==> src/rtl/srx_pkg.sv <==
package srx_pkg;

    localparam int unsigned SRX_WMAX  = 8;
    localparam int unsigned SRX_IDX_W = $clog2(SRX_WMAX);

    typedef enum logic [1:0] {
        PAR_NONE = 2'd0,
        PAR_ZERO = 2'd1,
        PAR_EVEN = 2'd2,
        PAR_ODD  = 2'd3
    } par_e;

    typedef enum logic [2:0] {
        ST_IDLE,
        ST_START,
        ST_DATA,
        ST_PAR,
        ST_STOP
    } rx_state_e;

    typedef struct packed {
        logic [SRX_WMAX-1:0] word;
        logic                frm_err;
        logic                par_err;
    } frame_t;

    function automatic logic [3:0] len_bits(input logic [1:0] code);
        case (code)
            2'd0:    return 4'd5;
            2'd1:    return 4'd7;
            default: return 4'd8;
        endcase
    endfunction

endpackage

==> src/rtl/srx_line_cond.sv <==
module srx_line_cond #(
    parameter int SYNC_STAGES = 2
) (
    input  logic clk,
    input  logic rst,
    input  logic line_in,
    input  logic invert,
    output logic bit_q,
    output logic fall
);
    logic [SYNC_STAGES:0] chain;
    logic                 prev_q;

    assign chain[0] = line_in ^ invert;

    for (genvar g = 0; g < SYNC_STAGES; g++) begin : g_sync
        always_ff @(posedge clk) begin
            if (rst) chain[g+1] <= 1'b1;
            else     chain[g+1] <= chain[g];
        end
    end

    always_ff @(posedge clk) begin
        if (rst) prev_q <= 1'b1;
        else     prev_q <= chain[SYNC_STAGES];
    end

    assign bit_q = chain[SYNC_STAGES];
    assign fall  = prev_q & ~bit_q;

endmodule

==> src/rtl/srx_bit_timer.sv <==
module srx_bit_timer #(
    parameter int DIV_W   = 7,
    parameter int DIV_MIN = 2
) (
    input  logic             clk,
    input  logic             rst,
    input  logic             run,
    input  logic             load,
    input  logic             half,
    input  logic [DIV_W-1:0] div,
    output logic             tick
);
    localparam int CNT_W = DIV_W + 1;

    logic [CNT_W-1:0] cnt_q;
    logic [CNT_W-1:0] reload;

    assign reload = half ? {1'b0, div} : {div, 1'b1};

    always_ff @(posedge clk) begin
        if (rst)                cnt_q <= '0;
        else if (load)          cnt_q <= reload;
        else if (cnt_q != '0)   cnt_q <= cnt_q - 1'b1;
    end

    assign tick = run && (cnt_q == '0);

    assert_div_min_R12: assert property (@(posedge clk) disable iff (rst)
        run |-> (div >= DIV_MIN[DIV_W-1:0]));

    assert_cnt_bound_R12: assert property (@(posedge clk) disable iff (rst)
        cnt_q <= {div, 1'b1});

endmodule

==> src/rtl/srx_frame_ctl.sv <==
module srx_frame_ctl
    import srx_pkg::*;
(
    input  logic       clk,
    input  logic       rst,
    input  logic       bit_q,
    input  logic       fall,
    input  logic       tick,
    input  logic [1:0] len_code,
    input  par_e       par_mode,
    input  logic       msb_first,
    output logic       run,
    output logic       load,
    output logic       half,
    output logic       fin,
    output frame_t     res
);
    rx_state_e              state_q, state_d;
    logic [SRX_WMAX-1:0]    word_q;
    logic [SRX_IDX_W-1:0]   idx_q;
    logic                   ones_q;
    logic                   par_err_q;
    logic [3:0]             nbits;
    logic                   last_bit;
    logic [SRX_IDX_W-1:0]   pos;
    logic                   par_total;

    assign nbits     = len_bits(len_code);
    assign last_bit  = ({1'b0, idx_q} == (nbits - 4'd1));
    assign pos       = msb_first ? SRX_IDX_W'(nbits - 4'd1 - {1'b0, idx_q}) : idx_q;
    assign par_total = ones_q ^ bit_q;
    assign run       = (state_q != ST_IDLE);

    always_comb begin
        state_d = state_q;
        load    = 1'b0;
        half    = 1'b0;
        fin     = 1'b0;
        case (state_q)
            ST_IDLE: if (fall) begin
                state_d = ST_START;
                load    = 1'b1;
                half    = 1'b1;
            end
            ST_START: if (tick) begin
                if (bit_q) begin
                    state_d = ST_IDLE;
                end else begin
                    state_d = ST_DATA;
                    load    = 1'b1;
                end
            end
            ST_DATA: if (tick) begin
                load = 1'b1;
                if (last_bit) state_d = (par_mode == PAR_NONE) ? ST_STOP : ST_PAR;
            end
            ST_PAR: if (tick) begin
                load    = 1'b1;
                state_d = ST_STOP;
            end
            ST_STOP: if (tick) begin
                fin     = 1'b1;
                state_d = ST_IDLE;
            end
            default: state_d = ST_IDLE;
        endcase
    end

    always_ff @(posedge clk) begin
        if (rst) begin
            state_q   <= ST_IDLE;
            word_q    <= '0;
            idx_q     <= '0;
            ones_q    <= 1'b0;
            par_err_q <= 1'b0;
        end else begin
            state_q <= state_d;
            if (state_q == ST_IDLE && fall) begin
                word_q    <= '0;
                idx_q     <= '0;
                ones_q    <= 1'b0;
                par_err_q <= 1'b0;
            end else if (state_q == ST_DATA && tick) begin
                word_q[pos] <= bit_q;
                idx_q       <= idx_q + 1'b1;
                ones_q      <= ones_q ^ bit_q;
            end else if (state_q == ST_PAR && tick) begin
                case (par_mode)
                    PAR_EVEN: par_err_q <= par_total;
                    PAR_ODD:  par_err_q <= ~par_total;
                    default:  par_err_q <= 1'b0;
                endcase
            end
        end
    end

    assign res.word    = word_q;
    assign res.frm_err = ~bit_q;
    assign res.par_err = par_err_q;

    assert_idx_range_R3: assert property (@(posedge clk) disable iff (rst)
        (state_q == ST_DATA) |-> ({1'b0, idx_q} < nbits));

    assert_par_state_R6: assert property (@(posedge clk) disable iff (rst)
        (state_q == ST_PAR) |-> (par_mode != PAR_NONE));

    assert_false_start_quiet_R10: assert property (@(posedge clk) disable iff (rst)
        (state_q == ST_START && tick && bit_q) |=> (state_q == ST_IDLE && !fin));

endmodule

==> src/rtl/srx_result_reg.sv <==
module srx_result_reg
    import srx_pkg::*;
(
    input  logic                clk,
    input  logic                rst,
    input  logic                fin,
    input  frame_t              res,
    input  logic                rd_ack,
    input  logic                err_clr,
    output logic [SRX_WMAX-1:0] rx_data,
    output logic                rx_done,
    output logic                err_pulse,
    output logic                flag_frame,
    output logic                flag_parity,
    output logic                flag_overrun
);
    logic unread_q;
    logic new_frm, new_par, new_ovr;

    assign new_frm = fin & res.frm_err;
    assign new_par = fin & res.par_err;
    assign new_ovr = fin & unread_q & ~rd_ack;

    always_ff @(posedge clk) begin
        if (rst) begin
            rx_data      <= '0;
            rx_done      <= 1'b0;
            err_pulse    <= 1'b0;
            flag_frame   <= 1'b0;
            flag_parity  <= 1'b0;
            flag_overrun <= 1'b0;
            unread_q     <= 1'b0;
        end else begin
            rx_done   <= fin;
            err_pulse <= new_frm | new_par | new_ovr;
            if (fin) rx_data <= res.word;
            if (fin)         unread_q <= 1'b1;
            else if (rd_ack) unread_q <= 1'b0;
            flag_frame   <= (flag_frame   & ~err_clr) | new_frm;
            flag_parity  <= (flag_parity  & ~err_clr) | new_par;
            flag_overrun <= (flag_overrun & ~err_clr) | new_ovr;
        end
    end

    assert_done_single_R2: assert property (@(posedge clk) disable iff (rst)
        rx_done |=> !rx_done);

    assert_err_with_done_R13: assert property (@(posedge clk) disable iff (rst)
        err_pulse |-> rx_done);

    assert_overrun_set_R9: assert property (@(posedge clk) disable iff (rst)
        (fin && unread_q && !rd_ack) |=> flag_overrun);

    assert_frame_sticky_R11: assert property (@(posedge clk) disable iff (rst)
        (flag_frame && !err_clr) |=> flag_frame);

    assert_parity_sticky_R11: assert property (@(posedge clk) disable iff (rst)
        (flag_parity && !err_clr) |=> flag_parity);

endmodule

==> src/rtl/serial_rx_channel.sv <==
module serial_rx_channel
    import srx_pkg::*;
#(
    parameter int DIV_W       = 7,
    parameter int SYNC_STAGES = 2
) (
    input  logic             clk,
    input  logic             rst,
    input  logic             rx_line,
    input  logic [1:0]       cfg_len,
    input  logic [1:0]       cfg_parity,
    input  logic             cfg_msb_first,
    input  logic             cfg_invert,
    input  logic [DIV_W-1:0] cfg_div,
    input  logic             rd_ack,
    input  logic             err_clr,
    output logic [7:0]       rx_data,
    output logic             rx_done,
    output logic             err_pulse,
    output logic             flag_frame,
    output logic             flag_parity,
    output logic             flag_overrun
);
    logic   bit_q, fall, tick, run, load, half, fin;
    frame_t res;

    srx_line_cond #(.SYNC_STAGES(SYNC_STAGES)) u_line (
        .clk(clk), .rst(rst), .line_in(rx_line), .invert(cfg_invert),
        .bit_q(bit_q), .fall(fall)
    );

    srx_bit_timer #(.DIV_W(DIV_W), .DIV_MIN(2)) u_timer (
        .clk(clk), .rst(rst), .run(run), .load(load), .half(half),
        .div(cfg_div), .tick(tick)
    );

    srx_frame_ctl u_ctl (
        .clk(clk), .rst(rst), .bit_q(bit_q), .fall(fall), .tick(tick),
        .len_code(cfg_len), .par_mode(par_e'(cfg_parity)),
        .msb_first(cfg_msb_first), .run(run), .load(load), .half(half),
        .fin(fin), .res(res)
    );

    srx_result_reg u_res (
        .clk(clk), .rst(rst), .fin(fin), .res(res), .rd_ack(rd_ack),
        .err_clr(err_clr), .rx_data(rx_data), .rx_done(rx_done),
        .err_pulse(err_pulse), .flag_frame(flag_frame),
        .flag_parity(flag_parity), .flag_overrun(flag_overrun)
    );

endmodule

==> config.mk <==
export PLATFORM = sky130hd
export DESIGN_NAME = serial_rx_channel
export DESIGN_NICKNAME = d
export VERILOG_FILES = /design/src/rtl/srx_pkg.sv /design/src/rtl/srx_line_cond.sv /design/src/rtl/srx_bit_timer.sv /design/src/rtl/srx_frame_ctl.sv /design/src/rtl/srx_result_reg.sv /design/src/rtl/serial_rx_channel.sv
export SDC_FILE = /design/constraint.sdc
export NUM_CORES = 1
export LEC_CHECK = 0
export BUFFER_PORTS_ARGS = -buffer_cell sky130_fd_sc_hd__buf_4
export CAP_MARGIN = 20
export CORE_ASPECT_RATIO = 0.75
export CORE_MARGIN = 4
export CORE_UTILIZATION = 60
export CTS_CLUSTER_DIAMETER = 50
export DETAILED_ROUTE_END_ITERATION = 8
export GPL_ROUTABILITY_DRIVEN = 0
export HOLD_SLACK_MARGIN = 0.12
export PLACE_DENSITY_LB_ADDON = 0.05
export SYNTH_ARGS = -nofsm -noshare
export SYNTH_HDL_FRONTEND = slang
export SYNTH_SLANG_ARGS = --single-unit
==> constraint.sdc <==
create_clock -name clk -period 6.6 [get_ports clk]
set_clock_uncertainty 0.05 [all_clocks]
set_input_delay 1.32 -clock clk [delete_from_list [all_inputs] [get_ports clk]]
set_output_delay 1.32 -clock clk [all_outputs]
set_load 0.01 [all_outputs]
==> results of run 1 <==
-- cell families after synthesis --
group           share of synthesized area
mux                                0.0714
fa+ha+maj                          0.0400
xor+xnor                           0.0381
other cells                       0.00181
compound gates                      0.150
buf+inv                            0.0484
simple gates                        0.254
flops                               0.397
-- synthesized netlist by cell type (4+ instances only) --
| library cell | n |
|---|---|
| nor2_1 | 26 |
| xnor2_1 | 6 |
| clkbuf_1 | 8 |
| buf_2 | 5 |
| a311oi_2 | 4 |
| ha_1 | 5 |
| inv_1 | 9 |
| a21oi_1 | 22 |
| nand2b_1 | 4 |
| nand2_1 | 32 |
| nand4_1 | 5 |
| nand3_1 | 5 |
| nor3_1 | 9 |
| mux2i_1 | 11 |
| nor4_1 | 4 |
| dfxtp_1 | 41 |
-- report_power, final --
group / internal (mW) / switching, mW / total, mW / leakage, nW
clock: 0.0730 / 0.0890 / 0.162 / 0.0439
sequential: 0.269 / 0.0288 / 0.298 / 0.333
combinational: 0.108 / 0.137 / 0.245 / 0.580
-- path summary, 6_finish.rpt --
check | depth (start not counted) | from | slack [ns] | to
setup / recovery | 9 | cfg_len[1] | 3.61 | u_ctl.word_q[3]
setup reg to reg | 5 | u_line.bit_q | 4.24 | u_timer.cnt_q[1]
hold reg to reg | 1 | u_line.chain[1] | 0.37 | u_line.bit_q
hold / removal | 1 | u_line.chain[1] | 0.37 | u_line.bit_q
-- per-layer routing --
| metal | routed length, µm | part of all wire |
|---|---|---|
| met1 | 2340 | 0.56 |
| met2 | 1550 | 0.37 |
| met3 | 233 | 0.056 |
| met4 | 53 | 0.013 |
| met5 | 0 | 0 |
-- per-stage QoR --
step                std cells  utilization  setup WS [ns]  area, µm²
finish                    304        0.714           3.61       2360
global route              304        0.714           3.43       2360
floorplan                 240            -           3.55       2070
CTS                       304        0.714           3.64       2360
global placement          296        0.687           3.34       2280
detailed placement        296        0.687           3.31       2280
-- final cells by class --
type	count	area (µm²)	share of cell area
flip-flops and latches	41	821	0.347
multi-input cells	176	1150	0.485
inverters	9	33.8	0.0143
clock buffers	5	68.8	0.0291
repair buffers	30	225	0.0953
clock inverters	3	17.5	0.00742
well taps	40	50.0	0.0212
-- worst max-delay path, stage by stage --
cell and delay [ns]:
buf_4 0.08, inv_1 0.03, ha_1 0.18, fa_1 0.38, xor2_1 0.17, mux2i_1 0.43, nand4_1 0.24, mux2i_1 0.21
nor2_1 0.06
-- flip-flops by register name, summed over array words and instances, names as in the netlist, 3 cells and up --
register and flops:
u_res.rx_data 8, u_ctl.word_q 8, u_ctl.state_q 3, u_ctl.idx_q 3, u_timer.cnt_q 8
==> out/metrics.cfg, run 1 <==
[cells_and_area]
diodes=0
nets=287
final_common_cell=dfxtp_1
num-fill-cells=273
drive_above_1_share=0.205
syn2layout_area_growth_pct=14.3
final_cell_mix=dfxtp_1 (41), nand2_1 (32), buf_4 (30), nor2_1 (26), a21oi_1 (22)

[yosys]
ys_warn_count=0
yosys-top-cells-area=dfxtp_1 (40%), nand2_1 (5.8%), a21oi_1 (5.3%), mux2i_1 (5.3%), nor2_1 (4.7%)
syn_avg_cell_area_um2=8.61
synth_cell_type_count=47
synth_cells=240
seq_area_frac_synth=0.397
synth_area_um2=2070
ys_ff_latch=41
yosys.area.top_type_share=0.397
synth_top_area_cell=dfxtp_1
synth_edf_count=0
synth_top_flop_cell=dfxtp_1
async_reset_ff_frac=0
syn_nets=264

[floorplanning]
die_w_um=75.8
ios=31
design.core.area_um2=3310
dieArea_um2=4460
start_util=0.624
die_height_um=58.8
std_cell_rows=18

[sta]
tightest_slew_ns=0.610
whs_ns=0.372
slew_violations=0
slew-limit-headroom=0.591
period_needed_ns=2.99
fin_tns_setup_ns=0
fin_crit_sh=0.453
grt_setup_unrepaired=false
finalSetupViolCount=0
max_freq_ghz=0.335
finalHoldViolations=0

[clocking]
cts.repair.resized=0
htree_levels=2
cts.sink_count=41
cts_max_path_buffers=2
cts_tree=built
cts.clk_slew.worst_paths_ns=0.08
cts_buffers=5
clock_latency_ns=0.29
root_buffer=clkbuf_8
cts_setup_buffers=0
ctsHoldBuffers=0

[critical_path]
critPathCaptureType=flip-flop
worstSetupPathType=in2reg
critPathLaunchType=primary input
cp.required_ns=6.71
worstPathArrival_ns=3.10
cp_max_fo=8

[grt]
grt_pass1_vias=1470
grt_use_met3=0.0478
busiest_layer=met1
overflow=0
antenna_found_initial=0
grt_start_max_net_pins=29
grt_pass1_wl_um=6960
grt_use_total=0.204
use_met1=0.332
use_met2=0.250

[power_and_ir_drop]
total_power_uw=706
powerDensity_nw_per_um2=299
leakage_nw=0.956
vdd_drop_max_v=0.000220

[routing]
drt_pass1_iterations=4
ant_nets=0
drt_iter0_markers=90
vias_per_cell=5.71
vias=1737
drc=0
wire_per_inst_um=13.7
routed_wl_um=4180

[run_status]
outcome=finished, final reports clean

[place]
dp.final_hpwl_um=2980
io_buffers=30

[flow_run]
cap_violations=0

[hold_path]
hold_class=reg2reg

(Power assumes the default switching activity.)
==> run 2: changes to the inputs <==
- CORE_UTILIZATION: 60 -> 56
- clock period: 6.6 -> 2.9 ns (I/O delays scaled with it)
==> out/metrics.cfg, run 2 (synthesis results as in run 1) <==
[routing]
drt_iter0_markers=91  ; +1.1%
wire_per_inst_um=13.9  ; +1.1%
drt_pass1_iterations=4  ; unchanged
routed_wl_um=4390  ; +5.1%
vias_per_cell=5.41  ; -5.3%
ant_nets=0  ; unchanged
vias=1709  ; -1.6%
drc=0  ; unchanged

[clocking]
clock_latency_ns=0.29  ; about the same
cts_tree=built
ctsHoldBuffers=0  ; unchanged
htree_levels=2  ; unchanged
cts_max_path_buffers=2  ; unchanged
cts_buffers=5  ; unchanged
cts_setup_buffers=0  ; unchanged
cts.repair.resized=0  ; unchanged
cts.clk_slew.worst_paths_ns=0.08  ; about the same
cts.sink_count=41  ; unchanged
root_buffer=clkbuf_8

[cells_and_area]
final_common_cell=dfxtp_1
post-route-util=0.698  ; -0.0154
top_regs=u_ctl.word_q x8, u_res.rx_data x8, u_timer.cnt_q x8
final_cell_mix=dfxtp_1 (41), nand2_1 (32), buf_4 (32), nor2_1 (26), a21oi_1 (22)
syn2layout_area_growth_pct=15.6
num-fill-cells=300  ; +9.9%
drive_above_1_share=0.211  ; +0.00598
diodes=0  ; unchanged
nets=289  ; +0.70%

[critical_path]
cp_max_fo=4  ; -4
worstSetupPathType=in2reg
worstPathArrival_ns=2.37  ; -0.73 ns
critPathLaunchType=primary input
r2r_cells=7  ; +2
r2r_slack_ns=0.66  ; -3.58 ns
critPathCaptureType=flip-flop
cp.required_ns=3.02  ; -3.69 ns

[hold_path]
hold_class=reg2reg
holdPathStages=1  ; unchanged

[floorplanning]
design.core.area_um2=3420  ; +3.4%
die_height_um=60.6  ; +3.0%
dieArea_um2=4740  ; +6.3%
ios=31  ; unchanged
start_util=0.604  ; -0.0205
std_cell_rows=18  ; unchanged
die_w_um=78.2  ; +3.1%

[grt]
overflow=0  ; unchanged
grt_start_max_net_pins=29  ; unchanged
grt_pass1_vias=1589  ; +8.1%
antenna_found_initial=0  ; unchanged
grt_pass1_wl_um=7420  ; +6.5%
grt_use_total=0.200  ; -0.00430

[sta]
fin_tns_setup_ns=0  ; unchanged
fin_crit_sh=0.777
whs_ns=0.369  ; -0.00368 ns
slew-limit-headroom=0.640  ; +0.0492
tightest_slew_ns=0.525  ; -0.0855 ns
slew_violations=0  ; unchanged
finalHoldViolations=0  ; unchanged
period_needed_ns=2.25
finalSetupViolCount=0  ; unchanged
max_freq_ghz=0.444
grt_setup_unrepaired=false

[place]
io_buffers=30  ; unchanged
dp.final_hpwl_um=3210  ; +7.6%

[power_and_ir_drop]
leakage_nw=0.966  ; +1.0%
vdd_drop_max_v=0.000619  ; +180%
powerDensity_nw_per_um2=672  ; +130%

[flow_run]
cap_violations=0  ; unchanged

[run_status]
outcome=finished, final reports clean

## run 2: critical path: stages
cell and delay [ns]:
buf_4 0.11, or2_2 0.30, inv_1 0.08, fa_1 0.45, a21o_1 0.24, nor4_1 0.34
mux2i_1 0.22, nor2_1 0.05
## run 2: area by class of cell
class	count	area, µm²	area share
multi-input combinational	176	1150	0.480
sequential	41	821	0.343
timing repair buffer	32	240	0.101
clock buffer	5	68.8	0.0288
tap	50	62.6	0.0262
inverter	9	33.8	0.0141
clock inverter	3	17.5	0.00733
## run 2: where the power goes
part	leakage, nW	internal, mW	switching [mW]
clock network	0.0439	0.166	0.201
logic	0.589	0.248	0.311
registers	0.333	0.613	0.0672
## run 2: layer usage
layer | part of all wire | track usage | vias to the layer above | wire length [µm]
met3 | 0.069 | 0.0504 | 6 | 302
met5 | 0 | 0 | - | 0
met4 | 0.010 | 0.0599 | 0 | 46
li1 | - | - | 880 | -
met1 | 0.56 | 0.303 | 774 | 2450
met2 | 0.36 | 0.279 | 49 | 1590
## run 2: path summary, 6_finish.rpt
path | from | to
min reg2reg | u_line.chain[1] | u_line.bit_q
max | cfg_len[1] | u_ctl.word_q[7]
max reg2reg | u_ctl.idx_q[0] | u_ctl.word_q[1]
min | u_line.chain[1] | u_line.bit_q
## run 2: stage by stage
stage               total power, mW  cells  worst slack, ns  area [µm²]
finish                         1.61    316            0.646        2390
global route                   1.70    316            0.475        2390
CTS                            1.61    316            0.634        2390
detailed placement             1.25    308            0.311        2300
global placement               1.24    308            0.381        2300
floorplan                      1.14    240            0.586        2070
